[src/rtl/ext_irq_pkg.sv]
package ext_irq_pkg;
  typedef enum logic [1:0] {
    TRG_RISE = 2'b00,
    TRG_FALL = 2'b01,
    TRG_HIGH = 2'b10,
    TRG_LOW  = 2'b11
  } trig_e;

  localparam int CFG_EN_BIT   = 0;
  localparam int CFG_TRIG_LSB = 1;
  localparam int CFG_SEL_LSB  = 8;
endpackage

[src/rtl/eirq_sync.sv]
module eirq_sync #(
  parameter int WIDTH = 8
) (
  input  logic             clk,
  input  logic             rst_n,
  input  logic [WIDTH-1:0] async_i,
  output logic [WIDTH-1:0] sync_o
);
  for (genvar i = 0; i < WIDTH; i++) begin : g_bit
    logic stage1, stage2;
    always_ff @(posedge clk or negedge rst_n) begin
      if (!rst_n) begin
        stage1 <= 1'b0;
        stage2 <= 1'b0;
      end else begin
        stage1 <= async_i[i];
        stage2 <= stage1;
      end
    end
    assign sync_o[i] = stage2;
  end
endmodule

[src/rtl/eirq_channel.sv]
module eirq_channel
  import ext_irq_pkg::*;
#(
  parameter int NUM_PINS = 8,
  parameter int SEL_W    = 3
) (
  input  logic                clk,
  input  logic                rst_n,
  input  logic [NUM_PINS-1:0] pins_s,
  input  logic                en,
  input  logic [1:0]          trig,
  input  logic [SEL_W-1:0]    sel,
  input  logic                cfg_wr,
  input  logic                clr,
  output logic                level_o,
  output logic                pend_o,
  output logic                irq_o
);
  trig_e mode;
  logic  cur, prev, armed;
  logic  rise, fall, lvl_act, is_level, hit;
  logic  pend_q;

  assign mode = trig_e'(trig);

  always_comb begin
    cur = 1'b0;
    if (int'(sel) < NUM_PINS) cur = pins_s[sel];
  end

  always_ff @(posedge clk or negedge rst_n) begin
    if (!rst_n) begin
      prev  <= 1'b0;
      armed <= 1'b0;
    end else begin
      prev  <= cur;
      armed <= !cfg_wr;
    end
  end

  assign rise     = armed && !prev && cur;
  assign fall     = armed && prev && !cur;
  assign is_level = (mode == TRG_HIGH) || (mode == TRG_LOW);
  assign lvl_act  = ((mode == TRG_HIGH) && cur) || ((mode == TRG_LOW) && !cur);

  always_comb begin
    unique case (mode)
      TRG_RISE: hit = en && rise;
      TRG_FALL: hit = en && fall;
      default:  hit = en && lvl_act;
    endcase
  end

  always_ff @(posedge clk or negedge rst_n) begin
    if (!rst_n)     pend_q <= 1'b0;
    else if (hit)   pend_q <= 1'b1;
    else if (clr)   pend_q <= 1'b0;
  end

  assign level_o = cur;
  assign pend_o  = pend_q;
  assign irq_o   = en && (is_level ? lvl_act : pend_q);
endmodule

[src/rtl/eirq_regs.sv]
module eirq_regs
  import ext_irq_pkg::*;
#(
  parameter int NUM_CH = 2,
  parameter int SEL_W  = 3,
  parameter int ADDR_W = 2,
  parameter int DATA_W = 32
) (
  input  logic                   clk,
  input  logic                   rst_n,
  input  logic                   wr_en,
  input  logic [ADDR_W-1:0]      addr,
  input  logic [DATA_W-1:0]      wdata,
  output logic [DATA_W-1:0]      rdata,
  input  logic [NUM_CH-1:0]      pend,
  input  logic [NUM_CH-1:0]      lvl,
  output logic [NUM_CH-1:0]      en,
  output logic [NUM_CH-1:0][1:0] trig,
  output logic [NUM_CH-1:0][SEL_W-1:0] sel,
  output logic [NUM_CH-1:0]      cfg_wr,
  output logic [NUM_CH-1:0]      clr
);
  localparam logic [ADDR_W-1:0] ADDR_PEND = ADDR_W'(NUM_CH);
  localparam logic [ADDR_W-1:0] ADDR_LVL  = ADDR_W'(NUM_CH + 1);

  for (genvar c = 0; c < NUM_CH; c++) begin : g_cfg
    assign cfg_wr[c] = wr_en && (addr == ADDR_W'(c));
    assign clr[c]    = wr_en && (addr == ADDR_PEND) && wdata[c];

    always_ff @(posedge clk or negedge rst_n) begin
      if (!rst_n) begin
        en[c]   <= 1'b0;
        trig[c] <= 2'b00;
        sel[c]  <= '0;
      end else if (cfg_wr[c]) begin
        en[c]   <= wdata[CFG_EN_BIT];
        trig[c] <= wdata[CFG_TRIG_LSB +: 2];
        sel[c]  <= wdata[CFG_SEL_LSB +: SEL_W];
      end
    end
  end

  always_comb begin
    rdata = '0;
    if (addr == ADDR_PEND) begin
      rdata[NUM_CH-1:0] = pend;
    end else if (addr == ADDR_LVL) begin
      rdata[NUM_CH-1:0] = lvl;
    end else begin
      for (int c = 0; c < NUM_CH; c++) begin
        if (addr == ADDR_W'(c)) begin
          rdata[CFG_EN_BIT]             = en[c];
          rdata[CFG_TRIG_LSB +: 2]      = trig[c];
          rdata[CFG_SEL_LSB +: SEL_W]   = sel[c];
        end
      end
    end
  end
endmodule

[src/rtl/ext_irq_ctrl.sv]
module ext_irq_ctrl #(
  parameter int NUM_PINS = 16,
  parameter int NUM_CH   = 2,
  parameter int DATA_W   = 32,
  localparam int SEL_W   = $clog2(NUM_PINS),
  localparam int ADDR_W  = $clog2(NUM_CH + 2)
) (
  input  logic                clk,
  input  logic                rst_n,
  input  logic [NUM_PINS-1:0] pins_i,
  input  logic                reg_wr_en,
  input  logic [ADDR_W-1:0]   reg_addr,
  input  logic [DATA_W-1:0]   reg_wdata,
  output logic [DATA_W-1:0]   reg_rdata,
  output logic [NUM_CH-1:0]   irq_o
);
  logic [NUM_PINS-1:0]           pins_s;
  logic [NUM_CH-1:0]             ch_en, ch_cfg_wr, ch_clr, ch_pend, ch_lvl;
  logic [NUM_CH-1:0][1:0]        ch_trig;
  logic [NUM_CH-1:0][SEL_W-1:0]  ch_sel;

  eirq_sync #(.WIDTH(NUM_PINS)) u_sync (
    .clk(clk), .rst_n(rst_n), .async_i(pins_i), .sync_o(pins_s)
  );

  eirq_regs #(.NUM_CH(NUM_CH), .SEL_W(SEL_W), .ADDR_W(ADDR_W), .DATA_W(DATA_W)) u_regs (
    .clk(clk), .rst_n(rst_n), .wr_en(reg_wr_en), .addr(reg_addr),
    .wdata(reg_wdata), .rdata(reg_rdata), .pend(ch_pend), .lvl(ch_lvl),
    .en(ch_en), .trig(ch_trig), .sel(ch_sel), .cfg_wr(ch_cfg_wr), .clr(ch_clr)
  );

  for (genvar c = 0; c < NUM_CH; c++) begin : g_ch
    eirq_channel #(.NUM_PINS(NUM_PINS), .SEL_W(SEL_W)) u_ch (
      .clk(clk), .rst_n(rst_n), .pins_s(pins_s),
      .en(ch_en[c]), .trig(ch_trig[c]), .sel(ch_sel[c]),
      .cfg_wr(ch_cfg_wr[c]), .clr(ch_clr[c]),
      .level_o(ch_lvl[c]), .pend_o(ch_pend[c]), .irq_o(irq_o[c])
    );
  end
endmodule

[config.mk]
export PLATFORM = sky130hd
export DESIGN_NAME = ext_irq_ctrl
export DESIGN_NICKNAME = d
export VERILOG_FILES = /design/src/rtl/ext_irq_pkg.sv /design/src/rtl/eirq_sync.sv /design/src/rtl/eirq_channel.sv /design/src/rtl/eirq_regs.sv /design/src/rtl/ext_irq_ctrl.sv
export SDC_FILE = /design/constraint.sdc
export NUM_CORES = 1
export LEC_CHECK = 0
export BUFFER_PORTS_ARGS = -buffer_cell sky130_fd_sc_hd__buf_2
export CAP_MARGIN = 15
export CORE_ASPECT_RATIO = 0.9
export CORE_UTILIZATION = 46
export CTS_BUF_LIST = sky130_fd_sc_hd__clkbuf_8
export DETAILED_ROUTE_END_ITERATION = 7
export GPL_ROUTABILITY_DRIVEN = 1
export PLACE_DENSITY = 0.8
export SYNTH_ARGS = -nofsm -noshare
export SYNTH_HDL_FRONTEND = slang
export SYNTH_SLANG_ARGS = --single-unit
[constraint.sdc]
create_clock -name clk -period 2.53 [get_ports clk]
set_clock_uncertainty 0.15 [all_clocks]
set_input_delay 0.1265 -clock clk [delete_from_list [all_inputs] [get_ports clk]]
set_output_delay 0.1265 -clock clk [all_outputs]
set_load 0.05 [all_outputs]
==> results.txt <==
----------------------------------------------------
[STA]
  Setup repair after global routing missed its margin ... true
  Final setup violation count ... 2
  Final setup TNS ... -0.0470 ns
  Number of max-slew violations in the final report ... 0
  Worst-margin pin slew ... approximately 0.73 ns
  Final Worst Setup Slack ... -0.0405 ns
  Number of hold violations in the final report ... 0
  Minimum clock period ... around 2.6 ns
  Maximum clock frequency ... a little under 0.4 GHz
  Ratio of final minimum period to clock period ... 102%
  Remaining max-slew budget at the tightest pin ... 51.3%

[CTS]
  H-Tree Level Count ... 2
  TritonCTS clock tree ... built
  Clock-pin slew of the registers on the worst-case setup and hold paths ... 0.10 ns
  Clock sink total ... 52
  Cell at the root of the clock tree ... sky130_fd_sc_hd__clkbuf_8
  Maximum clock path buffer count ... 2
  TritonCTS Buffers ... 5
  Clk_lat worst skew ... approximately 0.31 ns

[Synthesis]
  Number of instances in the synthesized netlist ... approximately 180
  Post-synthesis cell type with the largest combined area ... sky130_fd_sc_hd__dfrtp_1
  Synth Area in Compound Gates ... 2.58%
  Synth Flop Type ... sky130_fd_sc_hd__dfrtp_1
  Unique cell type count in the Yosys netlist ... 31
  Number of enable flip-flop cells after synthesis ... 0
  Post-Synth Simple-Gate Area ... 8.55%
  Fraction of synthesis flops using an asynchronous set or reset pin ... 100%
  Seq/Total Area, Yosys ... 55.9%
  Yosys reg bits ... 52
  Combined area of all synthesized cells ... 0.00233 mm^2
  Number of synthesis warnings ... 0
  Post-synthesis xor/xnor area fraction ... 0.377%
  Cells taking the most area after synthesis ... sky130_fd_sc_hd__dfrtp_1 56%, sky130_fd_sc_hd__buf_4 9.0%, sky130_fd_sc_hd__mux2i_1 5.6%
  Portion of netlist area occupied by mux cells ... a little over a fifth
  Share of Yosys cell area claimed by the top area cell type ... 55.9%
  Main combinational cell family by area after synthesis ... multiplexers
  Post-Synth Adder-Cell Area ... 0%
  Mean post-synth cell area ... around 13 um^2

[Drt]
  Initial DRT Pass Iterations ... 4
  Routed WL ... between 4000 and 5000 um
  Wire length per cell after detailed routing ... 13.5 um
  Per-cell via count in the routed design ... about 4.7
  Iteration-0 DRC count of the detailed router ... 76
  Residual DRC count ... 0
  Number of nets still failing antenna checks after routing ... 0
  Overall via count from detail_route ... 1458

[Floorplanning]
  Chip height ... 69.5 um
  Effective utilization at floorplan ... 47.8%
  Top-level port count ... 87
  Chip Width ... 77.0 um
  Standard-cell row count ... 24
  Area of the core ... 0.00486 mm^2
  Die Footprint ... ~0.0053 mm^2

[Placement]
  Instance count after placement with tap cells included ... roughly 270
  Number of buffer cells added on primary ports ... 36
  Global placement routability congestion ... 0.846
  Pre-CTS setup slack ... roughly 0.15 ns
  Placed standard-cell area ... 0.00249 mm^2
  Final HPWL from detailed placement ... 2820 um

[Outcome]
  Outcome ... complete, but fails checks
  Failing checks ... setup timing

[Global route]
  Grt total ovfl ... 0
  Met3 routing resource usage after global routing ... between 3 and 4%
  Number of antenna violations at the first check in global routing ... 0
  Via count of the first global-routing pass ... 1474
  Overall track demand over capacity in global routing ... 17.2%
  Met1 track utilization from global routing ... between 20% and 30%
  Largest net degree at the start of global routing ... 26
  First-pass GRT wire length ... 6950 um
  Layer with the highest usage ... met2
  Met2 Resource Use GR ... between 20% and 30%

[Critical path]
  Critical-path maximum fanout ... 3
  Arrival @ worst endpoint ... 2.29 ns
  Type of element capturing the critical path ... primary output
  Classification of the worst setup path ... reg2out
  Required arrival time at the worst endpoint ... 2.25 ns
  Worst Setup Start Kind ... register

[Final layout]
  Layout Area Growth over Synthesis ... 24.5%
  Register area ... 0.00131 mm^2
  Net count of the finished layout ... 295
  Highest-count cells in the layout ignoring fill and taps ... 49 x sky130_fd_sc_hd__dfrtp_1, 32 x sky130_fd_sc_hd__buf_2, 25 x sky130_fd_sc_hd__conb_1
  Share of final-layout standard cells stronger than drive strength 1 ... 33.3%
  Number of standard cells in the final layout excluding fillers ... 308
  Antenna cell count ... 0
  Post-route cell area ... roughly 0.0029 mm^2
  Area of combinational cells with multiple inputs ... between 800 and 900 um^2
  Most common library cell in the layout ignoring fill and taps ... sky130_fd_sc_hd__dfrtp_1
  Count of fill cells added during filler insertion ... about 400

[Power and ir drop]
  Cell leakage power ... between 1 and 1.5 nW
  Power per cell area ... 775 mW/mm^2
  Worst vdd ir ... 0.000461 V

[Run]
  Max-cap viol count ... 0

[Hold path]
  Worst min-delay path category ... in2async

----------------------------------------------------
## sequential cells by signal, indices dropped and copies added, names as in the netlist
signal               flops
u_sync.g_bit.stage2     16
u_regs.sel               8
u_sync.g_bit.stage1     16
u_regs.trig              4
g_ch.u_ch.pend_o         2
u_regs.en                2
g_ch.u_ch.prev           2
g_ch.u_ch.armed          2
## cell families after synthesis
group / after synthesis
buffers and inverters: 40
and+or+nand+nor: 34
other: 1
DFF: 52
muxes: 35
AOI/OAI and AO/OA: 12
xor gates and xnor gates: 1
## synth_stat cells, types with 2 or more instances
| library cell | number |
|---|---|
| sky130_fd_sc_hd__dfrtp_1 | 52 |
| sky130_fd_sc_hd__mux2_2 | 9 |
| sky130_fd_sc_hd__mux2i_1 | 13 |
| sky130_fd_sc_hd__nand3_1 | 3 |
| sky130_fd_sc_hd__o21ai_0 | 4 |
| sky130_fd_sc_hd__nor2b_1 | 2 |
| sky130_fd_sc_hd__nand3b_1 | 6 |
| sky130_fd_sc_hd__clkbuf_1 | 6 |
| sky130_fd_sc_hd__buf_4 | 28 |
| sky130_fd_sc_hd__o21ai_1 | 3 |
| sky130_fd_sc_hd__inv_1 | 5 |
| sky130_fd_sc_hd__mux2_1 | 3 |
| sky130_fd_sc_hd__mux4_2 | 4 |
| sky130_fd_sc_hd__nand2_1 | 4 |
| sky130_fd_sc_hd__nor2_1 | 8 |
| sky130_fd_sc_hd__a21oi_1 | 5 |
| sky130_fd_sc_hd__nand4_1 | 3 |
| sky130_fd_sc_hd__mux4_1 | 4 |
## timing repair
action | CTS | global route
hold buffers | 24 | 0
pin swaps | 0 | 2
hold endpoints to repair | 82 | 0
endpoints found under the setup margin | 3 | 4
resized for setup | 13 | 9
buffers inserted | 3 | 1
## worst paths after layout
| kind | from | cells past startpoint | end | slack (ns) |
|---|---|---|---|---|
| setup reg to reg | u_regs.sel[2] | 7 | g_ch[0].u_ch.pend_o | 0.39 |
| max in group asynchronous | rst_n | 3 | u_regs.sel[4] | 1.61 |
| min in group clk | reg_wr_en | 4 | g_ch[0].u_ch.pend_o | 0.06 |
| hold reg to reg | u_sync.g_bit[4].stage1 | 0 | u_sync.g_bit[4].stage2 | 0.19 |
| hold / removal | rst_n | 2 | g_ch[0].u_ch.pend_o | 0.05 |
| setup / recovery | u_regs.sel[3] | 6 | reg_rdata[0] | -0.04 |
## critical path: stages, from the launching register on
cell	delay, ns
sky130_fd_sc_hd__dfrtp_2	0.42
sky130_fd_sc_hd__mux4_2	0.52
sky130_fd_sc_hd__mux2i_1	0.15
sky130_fd_sc_hd__mux2_4	0.18
sky130_fd_sc_hd__inv_2	0.04
sky130_fd_sc_hd__mux4_2	0.49
sky130_fd_sc_hd__buf_8	0.17
## power breakdown
part           switching [W]  leakage [nW]  internal, W  total [W]
combinational       0.000408         0.686     0.000330   0.000738
sequential          0.000103         0.600     0.000929    0.00103
clock               0.000276        0.0485     0.000198   0.000475
total               0.000787          1.33      0.00146    0.00225
## stage by stage
step                utilization, %  hold WS (ns)  total power (W)
floorplan                        -        -0.319          0.00154
global placement              51.2        -0.155          0.00163
detailed placement            51.2        -0.151          0.00165
CTS                           58.7        0.0390          0.00221
global route                  59.5        0.0515          0.00236
finish                        59.5        0.0462          0.00225
## layer usage
layer  vias to the layer above  share of wire [%]
li1                        695                  -
met1                       708                 43
met2                        46                 51
met3                         9                4.1
met4                         0                1.6
met5                         -                  0
## area by class of cell
class | instances | share of cell area [%]
clock buffers | 5 | 2.38
clock inverters | 3 | 0.778
inverters | 6 | 0.778
multi-input cells | 107 | 30.1
flip-flops and latches | 52 | 45.1
well taps | 65 | 2.81
repair buffers | 70 | 18.1
(Power assumes the default switching activity.)
